$ cat src/rtl/bwtPkg.sv
package bwtPkg;

  // strobes from control to datapath
  typedef struct packed {
    logic clrCnt;
    logic incCnt;
    logic setFlag;
    logic clrFlag;
  } bwtStrobes_t;

  // state reported by the datapath to control
  typedef struct packed {
    logic enabled;
    logic tick;
    logic reached;
  } bwtStatus_t;

endpackage

$ cat src/rtl/bwtPrescaler.sv
module bwtPrescaler #(
  parameter int MAX_LOG2 = 14,
  parameter int DIV_W    = 4
) (
  input  logic             clk,
  input  logic             rstN,
  input  logic [DIV_W-1:0] divLog2,
  output logic             tick
);
  localparam int PRE_W = MAX_LOG2;

  logic [PRE_W-1:0] preCnt;
  logic [PRE_W-1:0] mask;

  always_ff @(posedge clk or negedge rstN) begin
    if (!rstN) preCnt <= '0;
    else       preCnt <= preCnt + 1'b1;
  end

  // bit i belongs to the rollover field when i < N
  for (genvar i = 0; i < PRE_W; i++) begin : g_mask
    assign mask[i] = (divLog2 > DIV_W'(i));
  end

  assign tick = &(preCnt | ~mask);

endmodule

$ cat src/rtl/bwtDatapath.sv
module bwtDatapath
  import bwtPkg::*;
#(
  parameter int VALUE_W  = 15,
  parameter int MAX_LOG2 = 14,
  parameter int DIV_W    = 4
) (
  input  logic               clk,
  input  logic               rstN,
  input  logic               ctrlWrEn,
  input  logic [VALUE_W:0]   ctrlWrData,
  input  logic               divWrEn,
  input  logic [DIV_W-1:0]   divWrData,
  input  bwtStrobes_t        strobes,
  output bwtStatus_t         status,
  output logic [VALUE_W:0]   ctrlQ,
  output logic [DIV_W-1:0]   divQ,
  output logic               timeoutFlag
);
  localparam logic [DIV_W-1:0]  DIV_MAX = DIV_W'(MAX_LOG2);
  localparam logic [VALUE_W:0]  ONE_EXT = (VALUE_W+1)'(1);

  logic               ctrlEn;
  logic [VALUE_W-1:0] ctrlVal;
  logic [DIV_W-1:0]   divReg;
  logic [VALUE_W-1:0] cnt;
  logic               flagReg;
  logic               tick;
  logic [VALUE_W:0]   cntNext;

  // configuration registers
  always_ff @(posedge clk or negedge rstN) begin
    if (!rstN) begin
      ctrlEn  <= 1'b0;
      ctrlVal <= '0;
    end else if (ctrlWrEn) begin
      ctrlEn  <= ctrlWrData[VALUE_W];
      ctrlVal <= ctrlWrData[VALUE_W-1:0];
    end
  end

  always_ff @(posedge clk or negedge rstN) begin
    if (!rstN)        divReg <= '0;
    else if (divWrEn) divReg <= (divWrData > DIV_MAX) ? DIV_MAX : divWrData;
  end

  bwtPrescaler #(
    .MAX_LOG2 (MAX_LOG2),
    .DIV_W    (DIV_W)
  ) i_prescaler (
    .clk     (clk),
    .rstN    (rstN),
    .divLog2 (divReg),
    .tick    (tick)
  );

  // tick counter
  always_ff @(posedge clk or negedge rstN) begin
    if (!rstN)               cnt <= '0;
    else if (strobes.clrCnt) cnt <= '0;
    else if (strobes.incCnt) cnt <= cnt + 1'b1;
  end

  assign cntNext = {1'b0, cnt} + ONE_EXT;

  // sticky flag, set wins over clear
  always_ff @(posedge clk or negedge rstN) begin
    if (!rstN)                flagReg <= 1'b0;
    else if (strobes.setFlag) flagReg <= 1'b1;
    else if (strobes.clrFlag) flagReg <= 1'b0;
  end

  assign status.enabled = ctrlEn;
  assign status.tick    = tick;
  assign status.reached = (cntNext >= {1'b0, ctrlVal});

  assign ctrlQ       = {ctrlEn, ctrlVal};
  assign divQ        = divReg;
  assign timeoutFlag = flagReg;

endmodule

$ cat src/rtl/bwtControl.sv
module bwtControl
  import bwtPkg::*;
(
  input  bwtStatus_t  status,
  input  logic        txnActive,
  input  logic        progress,
  input  logic        statusClr,
  output bwtStrobes_t strobes
);
  logic running;
  logic expire;

  always_comb begin
    running         = status.enabled && txnActive && !progress;
    expire          = running && status.tick && status.reached;
    strobes.clrCnt  = !running || expire;
    strobes.incCnt  = running && status.tick && !expire;
    strobes.setFlag = expire;
    strobes.clrFlag = statusClr;
  end

endmodule

$ cat src/rtl/busWaitTimer.sv
module busWaitTimer
  import bwtPkg::*;
#(
  parameter int VALUE_W  = 15,
  parameter int MAX_LOG2 = 14,
  parameter int DIV_W    = $clog2(MAX_LOG2 + 1)
) (
  input  logic               clk,
  input  logic               rstN,
  input  logic               ctrlWrEn,
  input  logic [VALUE_W:0]   ctrlWrData,
  input  logic               divWrEn,
  input  logic [DIV_W-1:0]   divWrData,
  input  logic               txnActive,
  input  logic               progress,
  input  logic               statusClr,
  output logic [VALUE_W:0]   ctrlQ,
  output logic [DIV_W-1:0]   divQ,
  output logic               timeoutFlag
);
  bwtStrobes_t strobes;
  bwtStatus_t  status;

  bwtControl i_control (
    .status    (status),
    .txnActive (txnActive),
    .progress  (progress),
    .statusClr (statusClr),
    .strobes   (strobes)
  );

  bwtDatapath #(
    .VALUE_W  (VALUE_W),
    .MAX_LOG2 (MAX_LOG2),
    .DIV_W    (DIV_W)
  ) i_datapath (
    .clk         (clk),
    .rstN        (rstN),
    .ctrlWrEn    (ctrlWrEn),
    .ctrlWrData  (ctrlWrData),
    .divWrEn     (divWrEn),
    .divWrData   (divWrData),
    .strobes     (strobes),
    .status      (status),
    .ctrlQ       (ctrlQ),
    .divQ        (divQ),
    .timeoutFlag (timeoutFlag)
  );

endmodule

$ cat config.mk
export PLATFORM = sky130hd
export DESIGN_NAME = busWaitTimer
export DESIGN_NICKNAME = d
export VERILOG_FILES = /design/src/rtl/bwtPkg.sv /design/src/rtl/bwtPrescaler.sv /design/src/rtl/bwtDatapath.sv /design/src/rtl/bwtControl.sv /design/src/rtl/busWaitTimer.sv
export SDC_FILE = /design/constraint.sdc
export NUM_CORES = 1
export LEC_CHECK = 0
export BUFFER_PORTS_ARGS = -buffer_cell sky130_fd_sc_hd__buf_2
export CORE_MARGIN = 4
export CORE_UTILIZATION = 40
export CTS_CLUSTER_DIAMETER = 30
export DETAILED_ROUTE_END_ITERATION = 7
export PLACE_DENSITY = 0.72
export SYNTH_ARGS = -nofsm -noshare
export SYNTH_HDL_FRONTEND = slang
export SYNTH_HIERARCHICAL = 1
export SYNTH_SLANG_ARGS = --single-unit
$ cat constraint.sdc
create_clock -name clk -period 4 [get_ports clk]
set_input_delay 0.2 -clock clk [delete_from_list [all_inputs] [get_ports clk]]
set_output_delay 0.2 -clock clk [all_outputs]
set_load 0.02 [all_outputs]
* Word level (Yosys, flattened, before mapping)
Index checks and enable logic that the tools add are counted.
Operators by class: add/subtract/negate cells 3, magnitude comparators 16, mux-type cells 5, bitwise operators 2, reduce and logical (&&, ||, !) cells 12
Operators with widths (count):
- 15-bit two-way mux | 2
- 4-bit greater-than comparator (second input constant) | 7
- 15-bit by 1-bit adder with 16-bit output (second input constant) | 1
- 16-bit by 15-bit >= comparator with 1-bit output | 1
- 4-bit by 3-bit greater-than comparator with 1-bit output (second input constant) | 4
- 15-bit by 1-bit adder with 15-bit output (second input constant) | 1
- 14-bit by 1-bit adder with 14-bit output (second input constant) | 1
- 14-bit NOT | 1
- 14-bit bitwise OR | 1
- 14-bit AND reduction | 1
- 4-bit by 1-bit greater-than comparator with 1-bit output (second input constant) | 2
- 4-bit by 2-bit greater-than comparator with 1-bit output (second input constant) | 2
- 1-bit logical AND | 5
- 4-bit two-way mux | 1
- 2-bit nonzero test | 2
- 1-bit logical NOT | 3
- 1-bit two-way mux | 2
- 1-bit logical OR | 1
Word-level totals: register bits 50, output and inout port bits 21

* Logic depth before layout (Yosys ltp)
word-level depth 10, gate-level depth with buffers 15, mapped depth without buffers 14

* Cells and area by module
Netlist, hierarchy kept.
Modules (own cells, without submodules):
- bwtDatapath | instances 1, cells an instance 225, area each 2105.8 um^2
- bwtPrescaler | instances 1, cells an instance 65, area each 691.9 um^2
- bwtControl | instances 1, cells an instance 7, area each 61.3 um^2

* Worst setup path after synthesis
No wires, ideal clock.
kind flip-flop to flip-flop, start register i_datapath.cnt[0], end register i_datapath.cnt[7], data arrival time 3290 ps, data required time 3922 ps, slack 632 ps, stages on the path, launching flop included 16, buffers on the path 1, period minus slack after synthesis 3368 ps, cells stage by stage dfrtp_1 > ha_1 > and4_1 > clkbuf_2 > nand2_1 > xnor2_1 > ha_1 > o21ai_0 > nor2_1 > a2111oi_0 > o21ai_0 > nor3b_2 > inv_1 > or3_1 > or3_1 > a21oi_1
RTL lines:
- start, declared | line bwtDatapath.sv:26 | logic [VALUE_W-1:0] cnt;
- start signal, assigned | line bwtDatapath.sv:61 | else if (strobes.incCnt) cnt <= cnt + 1'b1;

==> results.json <==
{
  "clock-root-buffer": "clkbuf_8",
  "std_cell_rows": 30,
  "drt_first_pass_iters": 4,
  "io_buffers": 47,
  "clock_latency_ns": 0.30,
  "synth_fp_nets": 341,
  "vias": 2197,
  "startpoint": "i_datapath/cnt[0]$_DFFE_PN0P_",
  "netlist_area_mm2": 0.00286,
  "die_y_um": 92.5,
  "clk_pin_slew_ns": 0.09,
  "crit_type": "reg -> reg",
  "track_usage": 0.137,
  "startpoint_type": "flip-flop",
  "tightest_slew_ns": 0.609,
  "gp_congestion": 0.924,
  "grt_busiest_layer": "met2",
  "drt-vias-per-instance": 5.04,
  "ys_seq_area_frac": 0.438,
  "antenna_found_initial": 0,
  "rsz0062_at_grt": "false",
  "clock.fmax_mhz": 266,
  "use_met1": 0.167,
  "slew_headroom": 0.594,
  "tritoncts": "yes",
  "peakVddDrop_mv": 0.183,
  "failed_checks": "negative hold slack",
  "drt_iter0_drc": 76,
  "cap_violations": 0,
  "ys_dominant_reg_cell": "dfrtp_1",
  "slew_viol_final": 0,
  "use_met3": 0.0268,
  "hp-class": "in -> async",
  "rrSetupSlack_ns": 0.23,
  "postCtsSetupBuffers": 0,
  "syn_area_per_cell_um2": 9.63,
  "hold_ws_ns": -0.00436,
  "arrival_ns": 3.98,
  "p_int_mw": 0.760,
  "ctsHoldBuffers": 0,
  "drive_gt1_frac": 0.221,
  "ys_types": 46,
  "grt_pass1_vias": 2207,
  "slowest_delay_ns": 0.46,
  "crit_slowest_cell": "or3_1",
  "pwr_density_cell_mw_per_mm2": 309,
  "power_frac_seq": 0.533,
  "dieWidth_um": 92.5,
  "grt_overflow": 0,
  "cp-end-kind": "flip-flop",
  "power_switching_share": 0.247,
  "path_cells": "ha_1 -> and4_2 -> nand2_1 -> xnor2_1 -> ha_1 -> o21ai_0 -> nor2_1 -> a2111oi_0 -> o21ai_0 -> nor3b_2 -> inv_1 -> or3_1 -> or3_1 -> a21oi_1",
  "hold_viol_final": 13,
  "start_util": 0.416,
  "clk_path_buf_depth": 2,
  "syn_inst": 297,
  "synth-seq-cells": 50,
  "postRouteWirelength_um": 5520,
  "area_delta_synth_final_pct": 14.0,
  "coreArea_mm2": 0.00687,
  "path_max_fanout": 7,
  "cts_sinks": 50,
  "numCtsBuffers": 5,
  "power_switching_mw": 0.249,
  "clock_skew_ns": 0.00705,
  "grt_max_degree": 51,
  "wl_per_cell_um": 12.7,
  "cts_resized": 0,
  "synth_edf_count": 0,
  "async_flop_share": 1.00,
  "antenna_cells": 0,
  "reg2reg_depth": 14,
  "finalCritPeriodShare": 0.941,
  "num-fill-cells": 662,
  "drc": 0,
  "combPwrFrac": 0.127,
  "finalSetupTns_ns": 0,
  "period_needed_ns": 3.77,
  "power_mw": 1.01,
  "io_pins": 48,
  "grt_first_pass_wirelength_um": 9680,
  "htree_levels": 2,
  "pwr-share-clk": 0.341,
  "rr_startpoint": "i_datapath/cnt[0]$_DFFE_PN0P_",
  "worst_r2r_endpoint": "i_datapath/cnt[11]$_DFFE_PN0P_",
  "crit_required_ns": 4.22,
  "dieArea_mm2": 0.00856,
  "run_status": "finished with violations",
  "hpwl_um": 4200,
  "ys.warnings.count": 6,
  "ant_nets": 0,
  "grt_util_met2": 0.245,
  "setup_viol": 0,
  "nets": 383,
  "p_leak_nw": 1.60
}
cells in the mapped netlist (2+ instances only):
cell	n	area share
dfrtp_1	50	0.44
nand2_1	28	0.037
nor2_1	24	0.032
o21ai_0	23	0.040
inv_1	21	0.028
xor2_1	19	0.058
ha_1	17	0.074
xnor2_1	15	0.046
nand3_1	14	0.025
a21oi_1	9	0.016
buf_4	7	0.018
nand4_1	7	0.015
clkbuf_1	5	0.0066
mux2_2	5	0.020
nand2b_1	4	0.0088
nor3_1	4	0.0070
a21o_1	3	0.0079
and3_1	3	0.0066
buf_2	3	0.0053
or3_1	3	0.0066
a31o_2	2	0.0061
a31oi_1	2	0.0044
nand4_4	2	0.015
nor2b_1	2	0.0044
nor4_1	2	0.0044
o21bai_1	2	0.0053
o31ai_1	2	0.0053
sequential cells by signal (all words and copies together) (netlist names):
name	cells
i_datapath/divQ	4
i_datapath/timeoutFlag	1
i_datapath/cnt	15
i_datapath/ctrlEn	1
i_datapath/ctrlVal	15
i_datapath/i_prescaler/preCnt	14
through the flow:
stage / utilization / std cells / cell area, um2 / hold slack (ns) / setup slack (ns)
finish: 0.475 / 436 / 3260 / -0.00436 / 0.234
global placement: 0.459 / 428 / 3150 / 0.335 / 0.424
detailed placement: 0.459 / 428 / 3150 / 0.347 / 0.303
floorplan: - / 297 / 2860 / -0.0956 / 0.632
CTS: 0.474 / 436 / 3260 / 0.0169 / 0.215
global route: 0.475 / 436 / 3260 / 0.0480 / 0.0312
worst max-delay path by stage:
stage	slack [ns]	to	depth (start not counted)
finish	0.23	i_datapath/cnt[11]$_DFFE_PN0P_	14
CTS	0.21	i_datapath/cnt[11]$_DFFE_PN0P_	14
detailed placement	0.30	i_datapath/cnt[11]$_DFFE_PN0P_	14
global placement	0.42	i_datapath/cnt[7]$_DFFE_PN0P_	14
global route	0.03	i_datapath/cnt[11]$_DFFE_PN0P_	14
floorplan	0.63	i_datapath/cnt[7]$_DFFE_PN0P_	15
cell usage in the layout, fill, tap and decap left out, types with 2 or more instances in the layout:
cell type  Yosys  final
a31oi_1        2      2
clkbuf_8       0      5
nor4_1         2      2
mux2_2         5      5
nand4_4        2      2
nand2_1       28     28
nor2b_1        2      2
clkbuf_1       5      2
a31o_2         2      2
o21bai_1       2      2
xnor2_1       15     15
buf_2          3     47
a21o_1         3      3
nor2_1        24     24
nand3_1       14     14
a21oi_1        9      9
xor2_1        19     19
nand4_1        7      7
o21ai_0       23     23
ha_1          17     17
or3_1          3      3
nand2b_1       4      4
o31ai_1        2      2
dfrtp_1       50     50
inv_1         21     21
buf_4          7      4
and3_1         3      3
nor3_1         4      4
power groups by stage:
stage	Clock (mW)	Sequential, mW	Combinational (mW)
finish	0.343	0.537	0.128
global route	0.380	0.541	0.145
CTS	0.358	0.537	0.131
detailed placement	0	0.547	0.130
global placement	0	0.547	0.127
floorplan	0	0.568	0.0557
layout make-up:
cell class / instances / area, um2 / area share
multi-input combinational: 210 / 1440 / 0.441
sequential: 50 / 1250 / 0.384
tap: 96 / 120 / 0.0368
clock buffer: 7 / 76.3 / 0.0234
timing repair buffer: 51 / 265 / 0.0814
inverter: 21 / 78.8 / 0.0242
clock inverter: 1 / 30.0 / 0.00921
metal layers:
| layer | routed length [um] | part of all wire | vias to the layer above |
|---|---|---|---|
| met5 | 0 | 0 | - |
| met4 | 41 | 0.0074 | 0 |
| met3 | 297 | 0.054 | 5 |
| met2 | 2720 | 0.49 | 58 |
| met1 | 2460 | 0.45 | 1039 |
| li1 | - | - | 1095 |
kinds of logic after synthesis:
logic type / after synthesis / share of synthesized area
and+or+nand+nor: 103 / 0.195
AOI/OAI and AO/OA: 50 / 0.106
DFF: 50 / 0.438
buffers and inverters: 37 / 0.0595
xor gates and xnor gates: 34 / 0.104
adders and majority gates: 17 / 0.0744
muxes: 6 / 0.0232
worst max-delay path: cells and delay by family, from the launching register on:
family / cells / cell delay, ns
simple gates: 6 / 1.52
compound gates: 4 / 0.92
fa+ha+maj: 2 / 0.60
buf+inv: 1 / 0.07
flops: 1 / 0.43
xor+xnor: 1 / 0.14
No activity file was read; power rests on OpenSTA's default activity.
